**src/rtl/llsc_pkg.sv**
```systemverilog
package llsc_pkg;

    typedef enum logic [0:0] {
        RSV_IDLE = 1'b0,
        RSV_HELD = 1'b1
    } rsv_state_e;

    typedef enum logic [1:0] {
        TR_KEEP  = 2'd0,
        TR_ARM   = 2'd1,
        TR_REARM = 2'd2,
        TR_DROP  = 2'd3
    } rsv_trans_e;

    localparam int NUM_CMP = 3;
    localparam int CMP_SC_RSV  = 0;
    localparam int CMP_SNP_RSV = 1;
    localparam int CMP_SNP_LL  = 2;

endpackage

```
**src/rtl/llsc_word_cmp.sv**
```systemverilog
module llsc_word_cmp #(
    parameter int ADDR_W = 32,
    parameter int OFS_W  = 2
) (
    input  logic [ADDR_W-1:0] addr_a,
    input  logic [ADDR_W-1:0] addr_b,
    output logic              same_word
);
    localparam int HI = ADDR_W - 1;

    always_comb begin
        same_word = (addr_a[HI:OFS_W] == addr_b[HI:OFS_W]);
    end

endmodule

```
**src/rtl/llsc_rsv_fsm.sv**
```systemverilog
module llsc_rsv_fsm
    import llsc_pkg::*;
#(
    parameter int ADDR_W = 32
) (
    input  logic              clk,
    input  logic              rst_n,
    input  logic              ll_req,
    input  logic [ADDR_W-1:0] ll_addr,
    input  logic              sc_req,
    input  logic              clr_req,
    input  logic              snoop_hit_rsv,
    input  logic              snoop_hit_ll,
    output logic              held,
    output logic [ADDR_W-1:0] rsv_addr
);
    rsv_state_e state_q, state_d;
    rsv_trans_e trans;
    logic [ADDR_W-1:0] addr_q, addr_d;

    // Transition selection: clear first, then linked read, then drops.
    always_comb begin
        trans = TR_KEEP;
        unique case (state_q)
            RSV_IDLE: begin
                if (!clr_req && ll_req && !snoop_hit_ll) trans = TR_ARM;
            end
            RSV_HELD: begin
                if (clr_req)                      trans = TR_DROP;
                else if (ll_req)                  trans = snoop_hit_ll ? TR_DROP : TR_REARM;
                else if (sc_req || snoop_hit_rsv) trans = TR_DROP;
            end
        endcase
    end

    always_comb begin
        state_d = state_q;
        addr_d  = addr_q;
        unique case (trans)
            TR_KEEP:  state_d = state_q;
            TR_ARM,
            TR_REARM: begin
                state_d = RSV_HELD;
                addr_d  = ll_addr;
            end
            TR_DROP:  state_d = RSV_IDLE;
        endcase
    end

    // State register.
    always_ff @(posedge clk) begin
        if (!rst_n) begin
            state_q <= RSV_IDLE;
            addr_q  <= '0;
        end else begin
            state_q <= state_d;
            addr_q  <= addr_d;
        end
    end

    // Outputs.
    always_comb begin
        held     = (state_q == RSV_HELD);
        rsv_addr = addr_q;
    end

endmodule

```
**src/rtl/llsc_verdict.sv**
```systemverilog
module llsc_verdict #(
    parameter int DATA_W = 32
) (
    input  logic              clk,
    input  logic              rst_n,
    input  logic              sc_req,
    input  logic              sc_ok,
    output logic              sc_done,
    output logic              sc_pass,
    output logic [DATA_W-1:0] sc_status
);
    always_ff @(posedge clk) begin
        if (!rst_n) begin
            sc_done   <= 1'b0;
            sc_pass   <= 1'b0;
            sc_status <= '0;
        end else begin
            sc_done   <= sc_req;
            sc_pass   <= sc_req && sc_ok;
            sc_status <= (sc_req && sc_ok) ? DATA_W'(1) : '0;
        end
    end

endmodule

```
**src/rtl/llsc_monitor.sv**
```systemverilog
module llsc_monitor
    import llsc_pkg::*;
#(
    parameter int ADDR_W = 32,
    parameter int DATA_W = 32,
    parameter int OFS_W  = 2
) (
    input  logic              clk,
    input  logic              rst_n,
    input  logic              ll_req,
    input  logic [ADDR_W-1:0] ll_addr,
    input  logic              sc_req,
    input  logic [ADDR_W-1:0] sc_addr,
    input  logic              snoop_we,
    input  logic [ADDR_W-1:0] snoop_addr,
    input  logic              clr_req,
    output logic              sc_done,
    output logic              sc_pass,
    output logic [DATA_W-1:0] sc_status
);
    logic              rsv_held;
    logic [ADDR_W-1:0] rsv_addr;
    logic [ADDR_W-1:0] cmp_a [NUM_CMP];
    logic [ADDR_W-1:0] cmp_b [NUM_CMP];
    logic [NUM_CMP-1:0] cmp_hit;
    logic snoop_hit_rsv, snoop_hit_ll, sc_ok;

    always_comb begin
        cmp_a[CMP_SC_RSV]  = sc_addr;
        cmp_b[CMP_SC_RSV]  = rsv_addr;
        cmp_a[CMP_SNP_RSV] = snoop_addr;
        cmp_b[CMP_SNP_RSV] = rsv_addr;
        cmp_a[CMP_SNP_LL]  = snoop_addr;
        cmp_b[CMP_SNP_LL]  = ll_addr;
    end

    for (genvar gi = 0; gi < NUM_CMP; gi++) begin : g_cmp
        llsc_word_cmp #(.ADDR_W(ADDR_W), .OFS_W(OFS_W)) u_cmp (
            .addr_a   (cmp_a[gi]),
            .addr_b   (cmp_b[gi]),
            .same_word(cmp_hit[gi])
        );
    end

    always_comb begin
        snoop_hit_rsv = snoop_we && cmp_hit[CMP_SNP_RSV];
        snoop_hit_ll  = snoop_we && cmp_hit[CMP_SNP_LL];
        sc_ok = rsv_held && cmp_hit[CMP_SC_RSV] && !snoop_hit_rsv && !clr_req;
    end

    llsc_rsv_fsm #(.ADDR_W(ADDR_W)) u_fsm (
        .clk          (clk),
        .rst_n        (rst_n),
        .ll_req       (ll_req),
        .ll_addr      (ll_addr),
        .sc_req       (sc_req),
        .clr_req      (clr_req),
        .snoop_hit_rsv(snoop_hit_rsv),
        .snoop_hit_ll (snoop_hit_ll),
        .held         (rsv_held),
        .rsv_addr     (rsv_addr)
    );

    llsc_verdict #(.DATA_W(DATA_W)) u_verdict (
        .clk      (clk),
        .rst_n    (rst_n),
        .sc_req   (sc_req),
        .sc_ok    (sc_ok),
        .sc_done  (sc_done),
        .sc_pass  (sc_pass),
        .sc_status(sc_status)
    );

endmodule

```
**config.mk**
```make
export PLATFORM = sky130hd
export DESIGN_NAME = llsc_monitor
export DESIGN_NICKNAME = d
export VERILOG_FILES = /design/src/rtl/llsc_pkg.sv /design/src/rtl/llsc_word_cmp.sv /design/src/rtl/llsc_rsv_fsm.sv /design/src/rtl/llsc_verdict.sv /design/src/rtl/llsc_monitor.sv
export SDC_FILE = /design/constraint.sdc
export NUM_CORES = 1
export LEC_CHECK = 0
export ABC_CLOCK_PERIOD_IN_PS = 3600
export BUFFER_PORTS_ARGS = -buffer_cell sky130_fd_sc_hd__buf_2
export CORE_ASPECT_RATIO = 0.7
export CORE_UTILIZATION = 40
export CTS_CLUSTER_DIAMETER = 120
export DETAILED_ROUTE_END_ITERATION = 8
export GPL_ROUTABILITY_DRIVEN = 0
export GPL_TIMING_DRIVEN = 0
export PLACE_DENSITY = 0.73
export SYNTH_ARGS = -nofsm -noshare
export SYNTH_HDL_FRONTEND = slang
export SYNTH_SLANG_ARGS = --single-unit
```
**constraint.sdc**
```tcl
create_clock -name clk -period 3.6 [get_ports clk]
set_input_delay 0.54 -clock clk [delete_from_list [all_inputs] [get_ports clk]]
set_output_delay 0.54 -clock clk [all_outputs]
set_load 0.1 [all_outputs]
```
==> out/metrics.csv, run 1 <==
metric,value,unit
status,finished clean,
skew,0.006400,ns
r2r_end,u_fsm.rsv_addr[29],
dieArea,6690,um^2
reg2reg_depth,10,
min-delay-path-class,in2reg,
cp_max_fo,10,
synth_top_family_by_area,XOR/XNOR gates,
via_per_inst,4.645,
grt_pass1_wl,10.72,mm
end_kind,flip-flop,
met3_usage,4.435,%
synth_fa_ha_area_share,0.9833,%
cpLargestDelayFamily,simple AND/OR/NAND/NOR gates,
period_needed,2.857,ns
layout_worst_path_cycle_share,79.35,%
worstPathRequired,3.80,ns
final_util,56.94,%
crit_type,reg2reg,
synth_top_area_share,25.96,%
tightest_slew,0.5680,ns
die_w,97.34,um
critical-path-max-stage-delay,0.39,ns
path_cells,xor2_1 > nor4_1 > nand4_1 > o31ai_4 > a311oi_1 > ha_1 > clkbuf_1 > buf_2 > mux2i_1 > nor2b_1,
cts_tree,yes,
synth.avg_cell_area,9.322,um^2
routed_wl,7.050,mm
crit_cells,10,
finalSetupTns,0,ns
core,5928,um^2
post_cts_buffers,0,
total_power,1606,uW
clock_latency,0.30,ns
fmax,0.3501,GHz
yosys.area_share.xor_xnor,30.97,%
ys_ff_latch,33,
layout_common_cells,"buf_2, xor2_1, xnor2_1",
slew_viol_final,0,
grt_use_met2,35.39,%
antenna_found_initial,0,
clkSinkCount,33,
hold_violations,0,
nets,512,
track_usage,21.48,%
critPathBufInv,2,
cp-start-kind,flip-flop,
setup_slack,0.7434,ns
synth_area_leaders,"dfxtp_1, xor2_1, mux2i_1, xnor2_1, buf_4",
postLayoutCellArea,3376,um^2
powerDensity,475.7,nW/um^2
rows,23,
ir_drop,220.3,uV
cts_resized,0,
cts-root-buf,clkbuf_8,
ys_seq_area_share,25.96,%
n_antenna_cell,0,
synth-compound-area-share,2.655,%
synth_area,2545,um^2
r2r_slack,0.74,ns
ant_nets,0,
grt_overflow,0,
rsz0062_at_grt,false,
arrival,3.05,ns
cts_hold_buf,0,
cts_buffers,5,
synthSimpleGateAreaFrac,16.72,%
setup_viol,0,
die_h,68.74,um
grt_pass1_vias,2189,
dp_hpwl,5.930,mm
ios,136,
synthCells,273,
yosys.area.top_type,dfxtp_1,
slowest_stage,nor4_1,
port_buffers,98,
drc,0,
layout_commonest_cell,buf_2,
grtUsageMet1,28.65,%
area_growth,32.65,%
pre_cts_ws,0.4823,ns
clockBufferDepth,2,
timing.slew.headroom,61.78,%
first_pass_iters,4,
grt_start_max_net_pins,12,
yosysWarningCount,0,
synth_mux_area_share,11.80,%
path_clk_slew,0.07,ns
drive_above_1_share,34.96,%
top_usage_layer,met2,
synthDistinctLibCells,27,
rr_startpoint,u_fsm.rsv_addr[26],
via_count,2248,
initial_utilization,42.93,%
route.detailed.wl_per_inst,14.57,um
drtIter0Drc,71,
placed_cell_area,3242,um^2
startpoint,u_fsm.rsv_addr[26],
htreeDepth,2,
drv_cap,0,
endpoint,u_fsm.rsv_addr[29],
power.leakage,0.001677,uW
==> worst min path at each step <==
stage | start | endpoint | slack (ns) | depth (start not counted)
finish | sc_req | u_verdict.sc_done | 0.52 | 2
global route | sc_req | u_verdict.sc_done | 0.52 | 2
CTS | sc_req | u_verdict.sc_done | 0.51 | 2
detailed placement | u_fsm.rsv_addr[12] | u_fsm.rsv_addr[12] | 0.55 | 2
global placement | u_fsm.rsv_addr[17] | u_fsm.rsv_addr[17] | 0.54 | 2
floorplan | u_fsm.rsv_addr[5] | u_fsm.rsv_addr[5] | 0.53 | 2
==> state kept, by name (all words and copies together) (netlist names) <==
name,cells
u_fsm.rsv_addr,30
u_fsm.held,1
u_verdict.sc_done,1
u_verdict.sc_pass,1
==> cells by family (layout without fill, tap and decap cells) <==
kind of cell,count (synthesis),after routing
AOI/OAI and AO/OA,7,7
and+or+nand+nor,70,70
DFF,33,33
other,1,31
adders and majority gates,2,2
muxes,30,30
xor gates and xnor gates,90,90
buffers and inverters,40,146
==> final cells by class <==
class                      count  area (um^2)
tap                           75        93.84
clock buffer                   5        68.82
fill                         560         2552
clock inverter                 3        65.06
multi-input combinational    230         1723
buffer                        39        270.3
inverter                       1        3.754
sequential                    33        660.6
timing repair buffer          98        490.5
==> metrics by stage <==
step | cells | hold slack [ns]
2_1_floorplan | 303 | 0.5303
3_3_place_gp | 476 | 0.5403
3_5_place_dp | 476 | 0.5504
4_1_cts | 484 | 0.5084
5_1_grt | 484 | 0.5241
6_report | 484 | 0.5161
==> per-layer routing <==
| layer | vias up | wire length [um] |
|---|---|---|
| li1 | 1128 | - |
| met1 | 1014 | 3321 |
| met2 | 100 | 3055 |
| met3 | 6 | 593 |
| met4 | 0 | 78 |
| met5 | - | 0 |
==> power breakdown <==
group / total [uW] / switching [uW] / internal (uW) / leakage [uW]
sequential: 499 / 70.0 / 429 / 0.000272
combinational: 678 / 402 / 276 / 0.00134
clock: 429 / 154 / 275 / 0.0000681
total: 1610 / 626 / 980 / 0.00168
==> cells in the mapped netlist <==
library cell  count
a311o_2           1
mux2i_1          30
inv_1             1
nand3b_1          1
buf_2             3
and2_1            2
dfxtp_1          33
nor4_1           16
nand3_1           1
and4_1            1
nand2_1           3
nand4_1          11
xor2_1           56
buf_4            32
conb_1            1
nor2b_1          30
xnor2_1          34
nor2_1            2
a2111oi_0         1
a311oi_1          1
nor3_1            2
clkbuf_1          4
o31ai_4           1
o21ai_0           2
nand2b_1          1
o21a_1            1
ha_1              2
==> worst register-to-register path, delay by kind of cell, from the launching register on <==
family                     cells  cell delay, ns
muxes                          1            0.26
xor gates and xnor gates       1            0.17
AOI/OAI and AO/OA              2            0.48
buffers and inverters          2            0.48
and+or+nand+nor                3            0.72
DFF                            1            0.34
adders and majority gates      1            0.30
Note: power is estimated with default switching activity, not from simulation.
==> run 2, diff against run 1 <==
--- a/config.mk
+++ b/config.mk
@@ -5,7 +5,7 @@
 export SDC_FILE = /design/constraint.sdc
 export NUM_CORES = 1
 export LEC_CHECK = 0
-export ABC_CLOCK_PERIOD_IN_PS = 3600
+export ABC_CLOCK_PERIOD_IN_PS = 2600
 export BUFFER_PORTS_ARGS = -buffer_cell sky130_fd_sc_hd__buf_2
 export CORE_ASPECT_RATIO = 0.7
 export CORE_UTILIZATION = 40
@@ -13,7 +13,7 @@
 export DETAILED_ROUTE_END_ITERATION = 8
 export GPL_ROUTABILITY_DRIVEN = 0
 export GPL_TIMING_DRIVEN = 0
-export PLACE_DENSITY = 0.73
+export PLACE_DENSITY = 0.75
 export SYNTH_ARGS = -nofsm -noshare
 export SYNTH_HDL_FRONTEND = slang
 export SYNTH_SLANG_ARGS = --single-unit
==> constraint.sdc (replaced) <==
create_clock -name clk -period 2.6 [get_ports clk]
set_input_delay 0.39 -clock clk [delete_from_list [all_inputs] [get_ports clk]]
set_output_delay 0.39 -clock clk [all_outputs]
set_load 0.1 [all_outputs]
==> out/metrics.csv, run 2 (same netlist as run 1, synthesis figures left out) <==
metric,value,unit
period_needed,2.524,ns
cp_max_fo,5,
ios,136,
track_usage,21.31,%
ir_drop,307.6,uV
layout_common_cells,"buf_2, xor2_1, buf_4",
clockBufferDepth,2,
cts_tree,yes,
dp_cells,476,
area_growth,37.51,%
path_clk_slew,0.07,ns
setup_slack,0.07624,ns
min-delay-path-class,in2reg,
cts_buffers,5,
rsz0062_at_grt,true,
placed_cell_area,3242,um^2
via_per_inst,4.661,
die_w,97.34,um
layout_commonest_cell,buf_2,
powerDensity,626.3,nW/um^2
layout_worst_path_cycle_share,97.07,%
r2r_slack,0.08,ns
n_antenna_cell,0,
setup_viol,0,
clock_latency,0.29,ns
whs_path_depth,3,
end_kind,flip-flop,
fmax,0.3962,GHz
htreeDepth,2,
initial_utilization,42.93,%
via_count,2270,
stdcell_count,487,
grt_start_max_net_pins,11,
postLayoutCellArea,3500,um^2
routed_wl,7.228,mm
dieArea,6690,um^2
grt_overflow,0,
pre_cts_ws,-0.3494,ns
dp_hpwl,5.801,mm
worstPathRequired,2.78,ns
drv_cap,0,
holdPathEnd,u_fsm.rsv_addr[10],
slew_viol_final,0,
cp-start-kind,flip-flop,
r2r_end,u_fsm.rsv_addr[3],
route.detailed.wl_per_inst,14.84,um
cts_hold_buf,0,
ant_nets,0,
skew,0.009055,ns
crit_type,reg2reg,
drtIter0Drc,77,
status,finished clean,
reg2reg_depth,9,
tightest_slew,0.7043,ns
hold_violations,0,
rows,23,
drive_above_1_share,38.83,%
cts-root-buf,clkbuf_8,
final_util,59.03,%
clkSinkCount,33,
grt_pass1_vias,2131,
nets,516,
largest_reg_flops,30,
timing.slew.headroom,51.83,%
die_h,68.74,um
arrival,2.70,ns
core,5928,um^2
drc,0,
antenna_found_initial,0,
fillers,543,
port_buffers,98,
grt_pass1_wl,10.54,mm
first_pass_iters,4,
power.leakage,0.001701,uW
hold_start,ll_addr[10],
rr_startpoint,u_fsm.rsv_addr[8],
run 2: worst max-delay path by stage:
stage | startpoint | end | slack, ns | depth (start not counted)
after detailed placement | snoop_addr[12] | u_fsm.rsv_addr[7] | -0.35 | 11
after floorplan | snoop_addr[12] | u_fsm.rsv_addr[10] | 0.21 | 10
after global routing | u_fsm.rsv_addr[5] | u_fsm.rsv_addr[3] | -0.03 | 9
final | u_fsm.rsv_addr[8] | u_fsm.rsv_addr[3] | 0.08 | 9
after global placement | snoop_addr[26] | u_fsm.rsv_addr[29] | -0.27 | 11
after CTS | u_fsm.rsv_addr[12] | u_fsm.rsv_addr[7] | 0.008 | 9
run 2: metrics by stage:
stage	total power [uW]	TNS [ns]	hold slack (ns)
final	2192	0	0.3936
after global routing	2294	-0.07134	0.3956
after CTS	2072	0	0.3893
after detailed placement	1630	-9.660	0.5508
after global placement	1611	-7.248	0.5388
after floorplan	1395	0	0.5182
run 2: layout make-up:
type	instances	area, um^2	area share, %
plain buffers	38	306.5	8.759
multi-input cells	230	1789	51.13
repair buffers	103	549.3	15.70
well taps	75	93.84	2.681
flip-flops and latches	33	670.6	19.16
inverters	1	3.754	0.1073
clock buffers	7	86.33	2.467
run 2: report_power, final:
group          switching (uW)  internal, uW
Combinational             601           495
Sequential               99.3           598
Clock                     189           210
run 2: critical path, stage by stage (launching register included):
cell and delay (ns):
dfxtp_4 0.36, xor2_2 0.15, nor4_2 0.33, nand4_1 0.22
o31ai_4 0.36, a311oi_2 0.17, ha_4 0.39, buf_8 0.16
mux2i_2 0.23, nor2b_1 0.07
run 2: repair_timing:
| item | in CTS | in global routing |
|---|---|---|
| endpoints found under the setup margin | 30 | 30 |
| pin swaps | 2 | 12 |
| setup buffers | 1 | 2 |
| gates resized for setup | 9 | 22 |
| cloned | 1 | 1 |
run 2: metal layers:
metal  up-vias  global-route usage, %  share of wire, %
met5         -                      0                 0
met4         0                  6.066              0.80
met3         8                  4.738               9.7
met2       105                  34.86                44
met1      1022                  28.69                45
li1       1135                      -                 -
